<file path="src/rtl/seg_addr_pkg.sv">
`timescale 1ns/1ps
package seg_addr_pkg;

   // access kinds carried on req_kind
   typedef enum logic [1:0] {
      ACC_FETCH  = 2'b00,
      ACC_DATA   = 2'b01,
      ACC_STACK  = 2'b10,
      ACC_STRDST = 2'b11
   } acc_kind_e;

   // segment register identifiers on wr_sel / ovr_sel
   typedef enum logic [1:0] {
      SR_CODE  = 2'b00,
      SR_DATA  = 2'b01,
      SR_STACK = 2'b10,
      SR_EXTRA = 2'b11
   } seg_id_e;

   localparam int NUM_SEGS = 4;

endpackage

</file>
<file path="src/rtl/seg_regfile.sv">
`timescale 1ns/1ps
module seg_regfile #(
   parameter int SEG_W  = 16,
   parameter int N_REGS = 4,
   localparam int SEL_W = $clog2(N_REGS)
) (
   input  logic             clk,
   input  logic             rst_n,
   input  logic             wr_en,
   input  logic [SEL_W-1:0] wr_sel,
   input  logic [SEG_W-1:0] wr_data,
   input  logic [SEL_W-1:0] rd_sel,
   output logic [SEG_W-1:0] rd_val
);

   if (N_REGS < 2) begin : g_bad_count
      $error("seg_regfile: N_REGS must be at least 2");
   end

   logic [SEG_W-1:0] base_q [N_REGS];

   // every base clears on reset; R7: a load lands at the edge
   for (genvar i = 0; i < N_REGS; i++) begin : g_base
      always_ff @(posedge clk) begin
         if (!rst_n) begin
            base_q[i] <= '0;
         end else if (wr_en && (wr_sel == SEL_W'(i))) begin
            base_q[i] <= wr_data;
         end
      end
   end

   assign rd_val = base_q[rd_sel];

endmodule

</file>
<file path="src/rtl/seg_select.sv">
`timescale 1ns/1ps
module seg_select
   import seg_addr_pkg::*;
(
   input  logic [1:0] kind,
   input  logic       ovr_en,
   input  logic [1:0] ovr_sel,
   output logic [1:0] sel
);

   // the override applies to plain data accesses only
   always_comb begin
      case (kind)
         ACC_FETCH:  sel = SR_CODE;
         ACC_DATA:   sel = ovr_en ? ovr_sel : SR_DATA;
         ACC_STACK:  sel = SR_STACK;
         default:    sel = SR_EXTRA;
      endcase
   end

endmodule

</file>
<file path="src/rtl/seg_addr_adder.sv">
`timescale 1ns/1ps
module seg_addr_adder #(
   parameter int SEG_W = 16,
   parameter int OFF_W = 16,
   parameter int SHIFT = 4,
   localparam int ADDR_W = SEG_W + SHIFT
) (
   input  logic [SEG_W-1:0]  seg,
   input  logic [OFF_W-1:0]  off,
   output logic [ADDR_W-1:0] addr
);

   if (SHIFT < 1) begin : g_bad_shift
      $error("seg_addr_adder: SHIFT must be positive");
   end
   if (OFF_W > ADDR_W) begin : g_bad_off
      $error("seg_addr_adder: offset wider than the address");
   end

   logic [ADDR_W-1:0] base;
   logic [ADDR_W-1:0] off_ext;

   assign base = {seg, {SHIFT{1'b0}}};

   if (OFF_W == ADDR_W) begin : g_off_full
      assign off_ext = off;
   end else begin : g_off_pad
      assign off_ext = {{(ADDR_W - OFF_W){1'b0}}, off};
   end

   // the sum stays at ADDR_W bits, so the top carry is lost
   assign addr = base + off_ext;

endmodule

</file>
<file path="src/rtl/seg_addr_gen.sv">
`timescale 1ns/1ps
module seg_addr_gen #(
   parameter int SEG_W = 16,
   parameter int OFF_W = 16,
   parameter int SHIFT = 4,
   localparam int ADDR_W = SEG_W + SHIFT,
   localparam int SEL_W  = $clog2(seg_addr_pkg::NUM_SEGS)
) (
   input  logic              clk,
   input  logic              rst_n,
   input  logic              wr_en,
   input  logic [SEL_W-1:0]  wr_sel,
   input  logic [SEG_W-1:0]  wr_data,
   input  logic              req_valid,
   input  logic [1:0]        req_kind,
   input  logic [OFF_W-1:0]  req_off,
   input  logic              ovr_en,
   input  logic [SEL_W-1:0]  ovr_sel,
   output logic [ADDR_W-1:0] addr_out,
   output logic              addr_valid
);

   if (SEL_W != 2) begin : g_bad_sel
      $error("seg_addr_gen: segment select must be two bits");
   end

   logic [SEL_W-1:0]  cur_sel;
   logic [SEG_W-1:0]  cur_base;
   logic [ADDR_W-1:0] sum_addr;
   logic [ADDR_W-1:0] addr_q;
   logic              vld_q;

   seg_regfile #(
      .SEG_W  (SEG_W),
      .N_REGS (seg_addr_pkg::NUM_SEGS)
   ) u_regs (
      .clk     (clk),
      .rst_n   (rst_n),
      .wr_en   (wr_en),
      .wr_sel  (wr_sel),
      .wr_data (wr_data),
      .rd_sel  (cur_sel),
      .rd_val  (cur_base)
   );

   seg_select u_sel (
      .kind    (req_kind),
      .ovr_en  (ovr_en),
      .ovr_sel (ovr_sel),
      .sel     (cur_sel)
   );

   seg_addr_adder #(
      .SEG_W (SEG_W),
      .OFF_W (OFF_W),
      .SHIFT (SHIFT)
   ) u_add (
      .seg  (cur_base),
      .off  (req_off),
      .addr (sum_addr)
   );

   // registered result, held while idle
   always_ff @(posedge clk) begin
      if (!rst_n) begin
         addr_q <= '0;
         vld_q  <= 1'b0;
      end else begin
         vld_q <= req_valid;
         if (req_valid) begin
            addr_q <= sum_addr;
         end
      end
   end

   assign addr_out   = addr_q;
   assign addr_valid = vld_q;

endmodule

</file>
<file path="config.mk">
export PLATFORM = sky130hd
export DESIGN_NAME = seg_addr_gen
export DESIGN_NICKNAME = d
export VERILOG_FILES = /design/src/rtl/seg_addr_pkg.sv /design/src/rtl/seg_regfile.sv /design/src/rtl/seg_select.sv /design/src/rtl/seg_addr_adder.sv /design/src/rtl/seg_addr_gen.sv
export SDC_FILE = /design/constraint.sdc
export NUM_CORES = 1
export LEC_CHECK = 0
export CAP_MARGIN = 20
export CORE_ASPECT_RATIO = 0.8
export CORE_MARGIN = 2
export CORE_UTILIZATION = 59
export CTS_CLUSTER_SIZE = 40
export DETAILED_ROUTE_END_ITERATION = 8
export PLACE_DENSITY = 0.89
export SLEW_MARGIN = 20
export SYNTH_ARGS = -nofsm -noshare
export SYNTH_HDL_FRONTEND = slang
export SYNTH_HIERARCHICAL = 1
export SYNTH_SLANG_ARGS = --single-unit
</file>
<file path="constraint.sdc">
create_clock -name clk -period 6.66 [get_ports clk]
set_clock_uncertainty 0.2 [all_clocks]
set_input_delay 0.999 -clock clk [delete_from_list [all_inputs] [get_ports clk]]
set_output_delay 0.999 -clock clk [all_outputs]
set_load 0.03 [all_outputs]
</file>
==> impl_metrics.tcl, run 1 <==
set metrics [dict create \
    overflow 0 \
    synth.net_count 397 \
    synth.cell_area_um2 4500 \
    power_switching_uw 386 \
    maxCapViolCount 0 \
    vias 2839 \
    cts_root_buffer "clkbuf_8" \
    cpPeakStageDelay_ns 0.60 \
    max_freq_ghz 0.229 \
    grt_use_total_pct 22.6 \
    ys_warn_count 6 \
    peakVddDrop_mv 0.161 \
    netlist_instances 341 \
    postLayoutSetupSlackWorst_ns 2.29 \
    clk_pin_slew_ns 0.08 \
    cts_max_level 3 \
    p_comb_share_pct 25.6 \
    period_minus_slack_ns 4.37 \
    synth.area.top_cells "edfxtp_1 43%, dfxtp_1 9.3%, and2_1 8.9%" \
    grtUsageMet2_pct 38.9 \
    p_int_uw 912 \
    grt_pass1_wl_um 14000 \
    p_per_area_nw_per_um2 245 \
    status "finished, final reports clean" \
    fillCellCount 504 \
    ctsHoldBuffers 0 \
    first_pass_iters 4 \
    grt_use_met3_pct 6.64 \
    crit_chain "clkdlybuf4s50_1 > o31a_1 > buf_4 > mux4_1 > ha_1 > fa_1 > a21o_1 > a221oi_4 > o21ai_0 > xor2_1 > mux2i_1 > nor2b_1" \
    yosys-top-cells-count "64 x and2_1, 64 x edfxtp_1, 21 x dfxtp_1" \
    place_ws_ns 1.94 \
    synth_seq_area_share_pct 52.1 \
    path_buf_inv 2 \
    clock-sinks 85 \
    syn2layout_area_growth_pct 17.6 \
    synth_top_area_cell "edfxtp_1" \
    numPlacedInstances 490 \
    wl_um 8710 \
    grt.met1_usage_pct 28.0 \
    numCtsBuffers 9 \
    place_congestion 0.853 \
    num_rows 28 \
    cts_resized 0 \
    crit_type "input port to register" \
    tightestPinTransition_ns 0.972 \
    final_util_pct 71.5 \
    die_w_um 102 \
    clockBufferDepth 2 \
    maxSlewViolCount 0 \
    placed_area_um2 5110 \
    fp.dieH_um 82.1 \
    cts_tree "done" \
    drive_above_1_share_pct 10.2 \
    syn-mean-instance-area_um2 13.2 \
    crit_arrival_ns 4.41 \
    worst_hold_path_type "register to register" \
    synthDistinctLibCells 51 \
    power_frac_seq_pct 48.8 \
    core_um2 7390 \
    grt_max_degree 30 \
    route.detailed.drc 0 \
    grt_pass1_vias 2929 \
    nets 452 \
    slowest_stage "mux4_1" \
    antenna_found_initial 0 \
    endpoint_kind "register" \
    cts_setup_buffers 0 \
    setup_viol 0 \
    final_area_um2 5290 \
    fin_setup_tns_ns 0 \
    cellLeakagePower_nw 1.99 \
    dieArea_um2 8340 \
    required_ns 6.70 \
    antenna_left 0 \
    insertion_delay_ns 0.35 \
    grt_most_used_layer "met2" \
    synth-edff-count 64 \
    synthArstFlopShare_pct 0 \
    synth_top_area_share_pct 42.7 \
    cp_top_family "compound AO/OA/AOI/OAI gates" \
    critPathMaxFanout 16 \
    avgRoutedWirePerCell_um 17.2 \
    rsz0062_at_grt "false" \
    diodes 0 \
    synth_ff_type "edfxtp_1" \
    io_pins 64 \
    start_util_pct 60.8 \
    slew-limit-headroom_pct 35.2 \
    instances_no_fill 506 \
    ys_ff_latch 85 \
    cp-start-kind "input port" \
    power_frac_clock_pct 25.6 \
    io_buffers 63 \
    dp_hpwl_um 6100 \
    final_hold_viol_count 0 \
    drt_iter0_drc 139 \
    post-route-period-util_pct 65.6 \
    swShare_pct 29.7 \
    via_per_inst 5.61 \
]
-- power groups by stage --
stage          clock (mW)  combinational (mW)  sequential (mW)
6_report            0.333               0.332            0.633
5_1_grt             0.363               0.359            0.638
4_1_cts             0.341               0.332            0.634
3_5_place_dp            0               0.329            0.646
3_3_place_gp            0               0.319            0.642
2_1_floorplan           0               0.197            0.675
-- metrics by stage --
step	hold WS, ns	total power, mW
3_3_place_gp	0.295	0.961
2_1_floorplan	0.440	0.872
6_report	0.325	1.30
3_5_place_dp	0.307	0.975
4_1_cts	0.331	1.31
5_1_grt	0.337	1.36
-- kinds of logic (layout without fill, tap and decap cells) --
kind of cell | after synthesis | count (layout) | synth area share (%)
compound gates | 41 | 41 | 7.40
xor+xnor | 9 | 9 | 1.75
fa+ha+maj | 13 | 13 | 3.78
simple gates | 130 | 130 | 17.6
mux | 36 | 36 | 13.0
buf+inv | 27 | 87 | 4.37
flops | 85 | 85 | 52.1
-- layout make-up --
type                            instances  area [µm²]  share of cell area, %
Tap cell                              105         131                   2.48
Timing Repair Buffer                   64         633                   12.0
Sequential cell                        85        2340                   44.3
Inverter                                7        26.3                  0.497
Clock buffer                           10         128                   2.41
Clock inverter                          6        53.8                   1.02
Multi-Input combinational cell        229        1970                   37.3
-- worst paths after layout --
path / from / endpoint / slack [ns] / depth (start not counted)
min reg2reg: addr_out[12] / addr_out[12] / 0.32 / 2
max: req_kind[0] / addr_out[14] / 2.29 / 12
max reg2reg: u_regs/base_q[1][0] / addr_out[14] / 3.58 / 9
min: addr_out[12] / addr_out[12] / 0.32 / 2
-- worst min-delay path, stage by stage (launching register included) --
cell and delay, ns:
dfxtp_1 0.34, mux2i_1 0.07, nor2b_1 0.09
-- state kept, by name (all words and copies together) (netlist names) --
signal         cells
addr_valid         1
u_regs/base_q     64
addr_out          20
-- metal layers --
metal | routed length (µm) | vias up
li1 | - | 1375
met1 | 3770 | 1359
met2 | 4310 | 97
met3 | 567 | 8
met4 | 64 | 0
met5 | 0 | -
-- placed cells by master (no fill, tap or decap), types with 3 or more instances in the layout --
cell / netlist / layout
and2_1: 64 / 64
edfxtp_1: 64 / 64
clkdlybuf4s50_1: 0 / 62
dfxtp_1: 21 / 21
mux2i_1: 20 / 20
nor2b_1: 20 / 20
ha_1: 12 / 12
a21oi_1: 10 / 10
mux4_2: 10 / 10
clkbuf_8: 0 / 9
nand2_1: 8 / 8
nand3_1: 7 / 7
inv_1: 7 / 7
nor2_1: 6 / 6
xnor2_1: 6 / 6
mux4_1: 6 / 6
a21o_1: 5 / 5
nand2b_1: 4 / 4
o21ai_2: 0 / 4
nand4_1: 3 / 3
o211ai_1: 3 / 3
or3_1: 3 / 3
xor2_1: 3 / 3
and2_2: 3 / 3
No activity file was read; power rests on OpenSTA's default activity.
==> run 2, diff against run 1 <==
--- a/config.mk
+++ b/config.mk
@@ -8,10 +8,10 @@
 export CAP_MARGIN = 20
 export CORE_ASPECT_RATIO = 0.8
 export CORE_MARGIN = 2
-export CORE_UTILIZATION = 59
+export CORE_UTILIZATION = 55
 export CTS_CLUSTER_SIZE = 40
 export DETAILED_ROUTE_END_ITERATION = 8
-export PLACE_DENSITY = 0.89
+export PLACE_DENSITY = 0.84
 export SLEW_MARGIN = 20
 export SYNTH_ARGS = -nofsm -noshare
 export SYNTH_HDL_FRONTEND = slang
==> constraint.sdc (replaced) <==
create_clock -name clk -period 4.3 [get_ports clk]
set_clock_uncertainty 0.2 [all_clocks]
set_input_delay 0.645 -clock clk [delete_from_list [all_inputs] [get_ports clk]]
set_output_delay 0.645 -clock clk [all_outputs]
set_load 0.03 [all_outputs]
==> run 2 against run 1 <==
Against the previous run:
- first-iteration DRC count rose by 22%
- routed wire length decreased by 0.52%
- power grew 56%
- highest routed layer unchanged
==> impl_metrics.tcl, run 2 (synthesis results as in run 1) <==
set metrics [dict create \
    cpPeakStageDelay_ns 0.50 \
    crit_chain "clkdlybuf4s50_1 > inv_1 > o31a_1 > mux4_1 > ha_1 > fa_1 > a21o_1 > a221oi_4 > o21ai_0 > xor2_1 > mux2i_1 > nor2b_1" \
    clockBufferDepth 2 \
    multi_input_area_um2 1970 \
    drt_iter0_drc 170 \
    fillCellCount 568 \
    cts_max_level 3 \
    dieArea_um2 8920 \
    place_congestion 0.871 \
    fp.dieH_um 84.9 \
    setup_viol 0 \
    fin_setup_tns_ns 0 \
    endpoint_kind "register" \
    grt_pass1_wl_um 14300 \
    peakVddDrop_mv 0.198 \
    worst_hold_path_type "register to register" \
    diodes 0 \
    crit_arrival_ns 3.86 \
    grt_pass1_vias 2938 \
    numCtsBuffers 9 \
    maxCapViolCount 0 \
    cts_tree "done" \
    via_per_inst 5.62 \
    drive_above_1_share_pct 10.9 \
    ctsHoldBuffers 0 \
    first_pass_iters 4 \
    nets 455 \
    crit_type "input port to register" \
    die_w_um 105 \
    cts_setup_buffers 0 \
    core_um2 7950 \
    route.detailed.drc 0 \
    postLayoutSetupSlackWorst_ns 0.485 \
    clock-sinks 85 \
    wl_um 8670 \
    antenna_found_initial 0 \
    cp-start-kind "input port" \
    final_hold_viol_count 0 \
    cts_resized 0 \
    max_freq_ghz 0.262 \
    seqCellArea_um2 2340 \
    start_util_pct 56.6 \
    io_pins 64 \
    period_minus_slack_ns 3.82 \
    required_ns 4.34 \
    vias 2879 \
    insertion_delay_ns 0.35 \
    placed_area_um2 5150 \
    slowest_stage "mux4_1" \
    tightestPinTransition_ns 0.974 \
    maxSlewViolCount 0 \
    cellLeakagePower_nw 2.01 \
    grt_use_total_pct 20.6 \
    slew-limit-headroom_pct 35.0 \
    antenna_left 0 \
    cp_top_family "compound AO/OA/AOI/OAI gates" \
    final_area_um2 5330 \
    mostFrequentLayoutCells "64 x and2_1, 64 x edfxtp_1, 62 x clkdlybuf4s50_1, 21 x dfxtp_1" \
    largest_register "u_regs/base_q" \
    place_ws_ns 0.120 \
    dp_hpwl_um 6090 \
    path_buf_inv 2 \
    rsz0062_at_grt "false" \
    io_buffers 63 \
    overflow 0 \
    num_rows 29 \
    critPathMaxFanout 8 \
    avgRoutedWirePerCell_um 16.9 \
    clk_pin_slew_ns 0.09 \
    post-route-period-util_pct 88.7 \
    syn2layout_area_growth_pct 18.4 \
    p_per_area_nw_per_um2 380 \
    largest_reg_flops 64 \
    cts_root_buffer "clkbuf_8" \
    status "finished, final reports clean" \
    grt_max_degree 30 \
]
## run 2: cell count changes in the layout (fill, tap and decap cells not counted), sizes merged
cell and change:
clkinvlp +1, clkinv -1, buf +3
## run 2: area by class of cell
| class | count | area share (%) |
|---|---|---|
| Sequential cell | 85 | 44.0 |
| Multi-Input combinational cell | 229 | 37.0 |
| Timing Repair Buffer | 67 | 12.5 |
| Tap cell | 108 | 2.54 |
| Clock buffer | 10 | 2.40 |
| Clock inverter | 6 | 1.01 |
| Inverter | 7 | 0.493 |
## run 2: tightest hold or removal path, cell delays in order (launching register included)
cell,delay [ns]
dfxtp_1,0.34
mux2i_1,0.07
nor2b_1,0.09
## run 2: metal layers
metal  vias up  global-route usage, %  wire length, µm
met4         0                   6.18               91
met5         -                      0                0
met2        92                   34.7             4190
met1      1391                   27.4             3950
li1       1383                      -                -
met3        13                   3.99              438
## run 2: final timing paths
kind	slack, ns	cells after the start	end	from
max	0.48	12	addr_out[14]	ovr_en
min reg2reg	0.33	2	addr_out[4]	addr_out[4]
max reg2reg	1.22	9	addr_out[14]	u_regs/base_q[0][0]
min	0.33	2	addr_out[4]	addr_out[4]
## run 2: report_power, final
| part | total, mW | internal [mW] | switching (mW) |
|---|---|---|---|
| clock | 0.526 | 0.220 | 0.305 |
| combinational | 0.518 | 0.241 | 0.277 |
| sequential | 0.981 | 0.955 | 0.0255 |
| total | 2.02 | 1.42 | 0.608 |
## run 2: per-stage QoR
stage / total power, mW / hold WS, ns / cells / utilization [%]
6_report: 2.02 / 0.327 / 512 / 67.0
5_1_grt: 2.12 / 0.347 / 512 / 67.0
4_1_cts: 2.03 / 0.331 / 512 / 67.1
3_5_place_dp: 1.52 / 0.306 / 496 / 64.8
3_3_place_gp: 1.50 / 0.295 / 496 / 64.8
2_1_floorplan: 1.35 / 0.440 / 341 / -
